===== src/rtl/hdsm_pkg.sv =====
package hdsm_pkg;

  // Register selector on the host bus
  typedef enum logic [1:0] {
    REG_CTRL = 2'd0,
    REG_STAT = 2'd1,
    REG_TXD  = 2'd2,
    REG_RXD  = 2'd3
  } reg_sel_e;

  // Bit used for the busy flag in the status register
  localparam int STAT_BUSY_BIT = 0;

endpackage


===== src/rtl/hdsm_clkgen.sv =====
module hdsm_clkgen #(
  parameter int DIV_W = 2
) (
  input  logic             clk,
  input  logic             rst,
  input  logic             run,
  input  logic [DIV_W-1:0] div_code,
  output logic             sclk,
  output logic             rise_stb,
  output logic             fall_stb
);

  // Half period is 2^code system clocks; largest code sets the width
  localparam int CNT_W = (1 << DIV_W) - 1;

  logic [CNT_W-1:0] hcnt;
  logic [CNT_W-1:0] half_m1;
  logic             phase_end;

  assign half_m1   = CNT_W'((32'd1 << div_code) - 32'd1);
  assign phase_end = run && (hcnt == half_m1);
  assign rise_stb  = phase_end && !sclk;
  assign fall_stb  = phase_end && sclk;

  always_ff @(posedge clk) begin
    if (rst || !run) begin
      hcnt <= '0;
      sclk <= 1'b0;
    end else if (phase_end) begin
      hcnt <= '0;
      sclk <= ~sclk;
    end else begin
      hcnt <= hcnt + 1'b1;
    end
  end

  AST_RISE_GOES_HIGH: assert property (@(posedge clk) disable iff (rst)
    rise_stb |=> sclk);
  AST_FALL_GOES_LOW: assert property (@(posedge clk) disable iff (rst)
    fall_stb |=> !sclk);
  AST_NO_STRAY_TOGGLE: assert property (@(posedge clk) disable iff (rst)
    (run && !rise_stb && !fall_stb) |=> $stable(sclk));

endmodule


===== src/rtl/hdsm_engine.sv =====
module hdsm_engine #(
  parameter int DATA_W = 8
) (
  input  logic              clk,
  input  logic              rst,
  input  logic              start_tx,
  input  logic              start_rx,
  input  logic [DATA_W-1:0] load_byte,
  input  logic              rise_stb,
  input  logic              fall_stb,
  input  logic              sdata_i,
  output logic              busy,
  output logic              sdata_o,
  output logic              sdata_oe,
  output logic [DATA_W-1:0] rx_byte
);

  localparam int BIT_W = $clog2(DATA_W);
  localparam logic [BIT_W-1:0] LAST_BIT = BIT_W'(DATA_W - 1);

  logic [DATA_W-1:0] shreg;
  logic [BIT_W-1:0]  bitcnt;
  logic              last_fall;

  assign last_fall = busy && fall_stb && (bitcnt == LAST_BIT);

  always_ff @(posedge clk) begin
    if (rst) begin
      busy     <= 1'b0;
      sdata_oe <= 1'b0;
      sdata_o  <= 1'b0;
      shreg    <= '0;
      bitcnt   <= '0;
      rx_byte  <= '0;
    end else if (!busy) begin
      if (start_tx) begin
        busy     <= 1'b1;
        sdata_oe <= 1'b1;
        shreg    <= load_byte;
        sdata_o  <= load_byte[DATA_W-1];
        bitcnt   <= '0;
      end else if (start_rx) begin
        busy     <= 1'b1;
        sdata_oe <= 1'b0;
        shreg    <= '0;
        sdata_o  <= 1'b0;
        bitcnt   <= '0;
      end
    end else begin
      if (rise_stb && !sdata_oe) begin
        shreg <= {shreg[DATA_W-2:0], sdata_i};
      end
      if (last_fall) begin
        busy     <= 1'b0;
        sdata_oe <= 1'b0;
        sdata_o  <= 1'b0;
        if (!sdata_oe) rx_byte <= shreg;
      end else if (fall_stb) begin
        bitcnt <= bitcnt + 1'b1;
        if (sdata_oe) begin
          shreg   <= {shreg[DATA_W-2:0], 1'b0};
          sdata_o <= shreg[DATA_W-2];
        end
      end
    end
  end

  AST_OE_WITHIN_BUSY: assert property (@(posedge clk) disable iff (rst)
    sdata_oe |-> busy);
  AST_TX_START_DRIVES: assert property (@(posedge clk) disable iff (rst)
    (!busy && start_tx) |=> (busy && sdata_oe));
  AST_RX_START_RELEASES: assert property (@(posedge clk) disable iff (rst)
    (!busy && start_rx && !start_tx) |=> (busy && !sdata_oe));
  AST_SHIFT_ONLY_ON_EDGE: assert property (@(posedge clk) disable iff (rst)
    (busy && !rise_stb && !fall_stb) |=> $stable(shreg));
  AST_RX_HELD_WHILE_BUSY: assert property (@(posedge clk) disable iff (rst)
    (busy && !last_fall) |=> $stable(rx_byte));

endmodule


===== src/rtl/hdsm_regs.sv =====
module hdsm_regs
  import hdsm_pkg::*;
#(
  parameter int DATA_W  = 8,
  parameter int DIV_W   = 2,
  parameter int NUM_SEL = 2
) (
  input  logic              clk,
  input  logic              rst,
  input  logic              bus_wr,
  input  logic [1:0]        bus_addr,
  input  logic [DATA_W-1:0] bus_wdata,
  output logic [DATA_W-1:0] bus_rdata,
  input  logic              busy,
  input  logic [DATA_W-1:0] rx_byte,
  output logic [DIV_W-1:0]  div_code,
  output logic [NUM_SEL-1:0] sel_n,
  output logic              start_tx,
  output logic              start_rx
);

  localparam int EN_LSB   = DIV_W;
  localparam int RXGO_BIT = DIV_W + NUM_SEL;

  reg_sel_e          sel;
  logic              wr_ctrl;
  logic              wr_txd;
  logic [DATA_W-1:0] tx_hold;
  logic [DATA_W-1:0] rd_mux;

  assign sel     = reg_sel_e'(bus_addr);
  assign wr_ctrl = bus_wr && (sel == REG_CTRL);
  assign wr_txd  = bus_wr && (sel == REG_TXD);

  always_comb begin
    start_tx = wr_txd && !busy;
    start_rx = wr_ctrl && !busy && bus_wdata[RXGO_BIT];
  end

  always_comb begin
    rd_mux = '0;
    case (sel)
      REG_CTRL: begin
        rd_mux[DIV_W-1:0]          = div_code;
        rd_mux[EN_LSB +: NUM_SEL]  = ~sel_n;
      end
      REG_STAT: rd_mux[STAT_BUSY_BIT] = busy;
      REG_TXD:  rd_mux = tx_hold;
      REG_RXD:  rd_mux = rx_byte;
      default:  rd_mux = '0;
    endcase
  end

  always_ff @(posedge clk) begin
    if (rst) begin
      div_code  <= '0;
      sel_n     <= '1;
      tx_hold   <= '0;
      bus_rdata <= '0;
    end else begin
      if (wr_ctrl) begin
        sel_n <= ~bus_wdata[EN_LSB +: NUM_SEL];
        if (!busy) div_code <= bus_wdata[DIV_W-1:0];
      end
      if (start_tx) tx_hold <= bus_wdata;
      bus_rdata <= rd_mux;
    end
  end

  AST_DIV_HELD: assert property (@(posedge clk) disable iff (rst)
    busy |=> $stable(div_code));
  AST_TXHOLD_HELD: assert property (@(posedge clk) disable iff (rst)
    busy |=> $stable(tx_hold));
  AST_SEL_ONLY_ON_CTRL: assert property (@(posedge clk) disable iff (rst)
    !wr_ctrl |=> $stable(sel_n));

endmodule


===== src/rtl/hdsm_top.sv =====
module hdsm_top #(
  parameter int DATA_W  = 8,
  parameter int DIV_W   = 2,
  parameter int NUM_SEL = 2
) (
  input  logic              clk,
  input  logic              rst,
  input  logic              bus_wr,
  input  logic [1:0]        bus_addr,
  input  logic [DATA_W-1:0] bus_wdata,
  output logic [DATA_W-1:0] bus_rdata,
  output logic              sclk_o,
  output logic              sdata_o,
  output logic              sdata_oe,
  input  logic              sdata_i,
  output logic [NUM_SEL-1:0] sel_n
);

  logic              busy;
  logic              start_tx;
  logic              start_rx;
  logic              rise_stb;
  logic              fall_stb;
  logic [DIV_W-1:0]  div_code;
  logic [DATA_W-1:0] rx_byte;

  hdsm_regs #(
    .DATA_W (DATA_W),
    .DIV_W  (DIV_W),
    .NUM_SEL(NUM_SEL)
  ) u_regs (
    .clk      (clk),
    .rst      (rst),
    .bus_wr   (bus_wr),
    .bus_addr (bus_addr),
    .bus_wdata(bus_wdata),
    .bus_rdata(bus_rdata),
    .busy     (busy),
    .rx_byte  (rx_byte),
    .div_code (div_code),
    .sel_n    (sel_n),
    .start_tx (start_tx),
    .start_rx (start_rx)
  );

  hdsm_clkgen #(
    .DIV_W(DIV_W)
  ) u_clkgen (
    .clk     (clk),
    .rst     (rst),
    .run     (busy),
    .div_code(div_code),
    .sclk    (sclk_o),
    .rise_stb(rise_stb),
    .fall_stb(fall_stb)
  );

  hdsm_engine #(
    .DATA_W(DATA_W)
  ) u_engine (
    .clk      (clk),
    .rst      (rst),
    .start_tx (start_tx),
    .start_rx (start_rx),
    .load_byte(bus_wdata),
    .rise_stb (rise_stb),
    .fall_stb (fall_stb),
    .sdata_i  (sdata_i),
    .busy     (busy),
    .sdata_o  (sdata_o),
    .sdata_oe (sdata_oe),
    .rx_byte  (rx_byte)
  );

  AST_IDLE_QUIET: assert property (@(posedge clk) disable iff (rst)
    !busy |-> (!sclk_o && !sdata_oe));
  AST_END_ON_FALL: assert property (@(posedge clk) disable iff (rst)
    (busy && !fall_stb) |=> busy);

endmodule


===== config.mk =====
export PLATFORM = sky130hd
export DESIGN_NAME = hdsm_top
export DESIGN_NICKNAME = d
export VERILOG_FILES = /design/src/rtl/hdsm_pkg.sv /design/src/rtl/hdsm_clkgen.sv /design/src/rtl/hdsm_engine.sv /design/src/rtl/hdsm_regs.sv /design/src/rtl/hdsm_top.sv
export SDC_FILE = /design/constraint.sdc
export NUM_CORES = 1
export LEC_CHECK = 0
export ABC_AREA = 0
export ABC_CLOCK_PERIOD_IN_PS = 3500
export BUFFER_PORTS_ARGS = -buffer_cell sky130_fd_sc_hd__buf_2
export CELL_PAD_IN_SITES_DETAIL_PLACEMENT = 1
export CELL_PAD_IN_SITES_GLOBAL_PLACEMENT = 2
export CORE_MARGIN = 4
export CORE_UTILIZATION = 39
export CTS_CLUSTER_DIAMETER = 120
export DETAILED_ROUTE_END_ITERATION = 10
export PLACE_DENSITY = 0.93
export SETUP_SLACK_MARGIN = 0.1
export SLEW_MARGIN = 20
export SYNTH_ARGS = -nofsm -noshare
export SYNTH_HDL_FRONTEND = slang
export SYNTH_HIERARCHICAL = 1
export SYNTH_SLANG_ARGS = --single-unit

===== constraint.sdc =====
create_clock -name clk -period 3.5 [get_ports clk]
set_input_delay 0.7 -clock clk [delete_from_list [all_inputs] [get_ports clk]]
set_output_delay 0.7 -clock clk [all_outputs]
set_load 0.01 [all_outputs]

==> run summary <==
I/O pin count: 27
Comb power frac: 13.0%
Reg2reg path depth: 8
Initial antenna violation count: 0
Maximum clock path buffer count: 2
Period utilization: 72.72%
Max-slew violation total from the final report: 0
Pleak: 1.007 nW
Final wirelength: 5660 um
Clock transition at the registers of the reported paths: 80 ps
# resized after CTS: 0
Total CTS buffers: 5
Hold buffer count at cts: 0
R2R setup slack: 950 ps
DRC Markers: 0
Layout cell share with drive strength beyond 1: 19.41%
HP Class: reg2reg
H-tree levels: 2
Post-Syn Area per Cell: 9.272 um2
Seq/Total Area, Yosys: 38.80%
Congestion Overflow GR: 0
Setup violators final: 0
Post-CTS Repair Setup Buffers: 0
Finished Cell Area: 0.002592 mm2
Net Switching: 267.3 uW
Largest net degree at the start of global routing: 55
Async S/R FF share, synth: 0%
Synthesis-stage register bit count: 46
Worst Path Arrival: 2760 ps
CP Class: reg2reg
Hold Path End: u_engine/rx_byte[2]
Die ar.: 0.007398 mm2
Clock power share: 30.9%
Total power: 1.005 mW
Crit path max fanout: 8
Commonest non-fill, non-tap cell in the layout: dfxtp_1
Clock sink total: 46
Row Count: 28
Initial DRC count: 60
Vias in the first global route: 1,907
Tot GR Track Use: 15.91%
Most frequent cells in the layout: dfxtp_1, buf_2, mux2i_1
Final hold vios: 0
Period minus WS final: 2545 ps
Mapped Area: 0.002374 mm2
Worst r2r dst: u_engine/rx_byte[0]
R2R Path Start: u_regs/div_code[1]
Final Wtd Congestion: 0.7046
CP Data Required Time: 3710 ps
Worst hold stages: 2
# port buffers: 26
Switch share: 26.59%
Multi-input combinational cell area: 0.001345 mm2
First-pass GRT wire length: 9494 um
# fillers: 700
Max frequency: 0.3929 GHz
Worst setup SP type: register
Synth Flop Type: dfxtp_1
Hold Crit Start: u_engine/rx_byte[2]
Pre-antenna DRT Iters: 4
Critical path capture point type: register
P_int: 738.1 uW
Die width: 86.01 um
Layout area overhead: 9.225%
Fin Setup TNS: 0 ps
Status: finished, final reports clean
Core area: 0.005921 mm2
Layout Nets: 290
Placed Area: 0.002516 mm2
Routed vias/inst: 5.534
RSZ-0062 raised after global routing: false
Yosys warning total: 6
EDFF count, synth: 0
Worst vdd ir: 0.2019 mV
CTS tree: done
Initial core utilization: 40.09%
PwrDens: 387.8 mW/mm2
Clk_skew: 3.086 ps
Cells after Synth: 256
Vias: 1,926
Max Cap Viol: 0
Post-Route Utilization: 43.79%
Storage cell area: 920.9 um2
Actual slew at the worst max-slew pin: 962.1 ps
Root Driver: clkbuf_8
Clock insertion delay at the later pin of the skew report: 290 ps
Final setup margin: 954.9 ps
Routed len/inst: 16.26 um
Sequential power share: 56.1%
ANT cells: 0
Setup slack after placement: 919.4 ps
DIE HEIGHT: 86.01 um
Netlist cell types: 54
Mapped Nets: 273
Post-route ant nets: 0
Dpl hpwl: 3840 um
Slew HR: 35.86%
## cell families (layout without fill, tap and decap cells)
logic type / after synthesis / after routing / share of synthesized area (%)
compound gates: 54 / 54 / 16.24
mux: 28 / 28 / 12.44
buf+inv: 21 / 38 / 4.533
flops: 46 / 46 / 38.80
xor+xnor: 1 / 1 / 0.3691
fa+ha+maj: 3 / 3 / 1.582
simple gates: 103 / 103 / 26.04
## layout make-up
class,count,share of cell area [%]
multi-input combinational,189,51.88
inverter,3,0.4344
sequential,46,35.52
timing repair buffer,28,5.598
tap,75,3.620
clock buffer,7,2.944
## metal layers
metal  vias up  share of wire (%)  track usage [%]
met2        27                 49            27.54
met1       934                 47            20.79
met5         -                  0                0
met3         5                3.2            2.594
met4         0               0.60            3.309
li1        960                  -                -
## synth_stat cells (2+ instances only)
cell type	n	area, um2
dfxtp_1	46	920.9
mux2i_1	25	250.2
nand2_1	22	82.58
a21oi_1	18	90.09
nand2b_1	18	112.6
nor2_1	18	67.56
nor2b_1	13	81.33
buf_2	8	40.04
o21ai_0	8	40.04
a211oi_1	6	45.04
clkbuf_1	6	22.52
a221oi_2	4	60.06
or3b_2	4	35.03
buf_4	3	22.52
ha_1	3	37.54
nand4b_1	3	26.28
o22a_1	3	26.28
a22oi_1	2	15.01
and2_1	2	12.51
and4_1	2	17.52
inv_2	2	7.510
mux2_1	2	22.52
nand3_1	2	10.01
nor4_1	2	12.51
nor4b_1	2	17.52
nor4bb_1	2	20.02
o22ai_1	2	12.51
o41ai_1	2	17.52
## how the worst max path moves through the flow
stage,endpoint,cells after the start,startpoint,slack [ps]
floorplan,u_engine/rx_byte[0],8,u_clkgen/hcnt[2],1330
global placement,u_engine/bitcnt[1],7,bus_addr[0],950
finish,u_engine/rx_byte[0],8,u_regs/div_code[1],950
detailed placement,u_engine/bitcnt[2],7,bus_addr[0],920
global route,u_engine/rx_byte[0],8,u_regs/div_code[0],670
CTS,u_engine/rx_byte[0],8,u_regs/div_code[1],940
## power by group through the flow
| stage | clock [mW] | sequential [mW] | combinational, mW |
|---|---|---|---|
| after global placement | 0 | 0.576 | 0.128 |
| after CTS | 0.319 | 0.564 | 0.131 |
| after floorplan | 0 | 0.569 | 0.0999 |
| final | 0.310 | 0.564 | 0.131 |
| after global routing | 0.343 | 0.568 | 0.146 |
| after detailed placement | 0 | 0.576 | 0.130 |
## stage by stage
step                      cells  hold WS [ps]
after floorplan             256         433.2
after global placement      341         444.0
after detailed placement    341         450.7
after CTS                   348         462.3
after global routing        348         484.8
final                       348         458.6
## state kept, by name, indices dropped and copies added, names as in the netlist
name	flops
u_regs/tx_hold	8
u_engine/rx_byte	8
u_regs/div_code	2
u_clkgen/sclk	1
u_regs/bus_rdata	8
u_clkgen/hcnt	3
u_engine/shreg	8
u_regs/sel_n	2
u_engine/busy	1
u_engine/bitcnt	3
u_engine/sdata_oe	1
u_engine/sdata_o	1
## critical path, cell delays in order (launching register included)
cell     delay (ps)
dfxtp_1         390
nor4b_1         520
o31ai_2         170
a21oi_1         180
buf_4           170
nand3_2         140
nor2_1          590
nand2_1         150
a21oi_1         160
No activity file was read; power rests on OpenSTA's default activity.
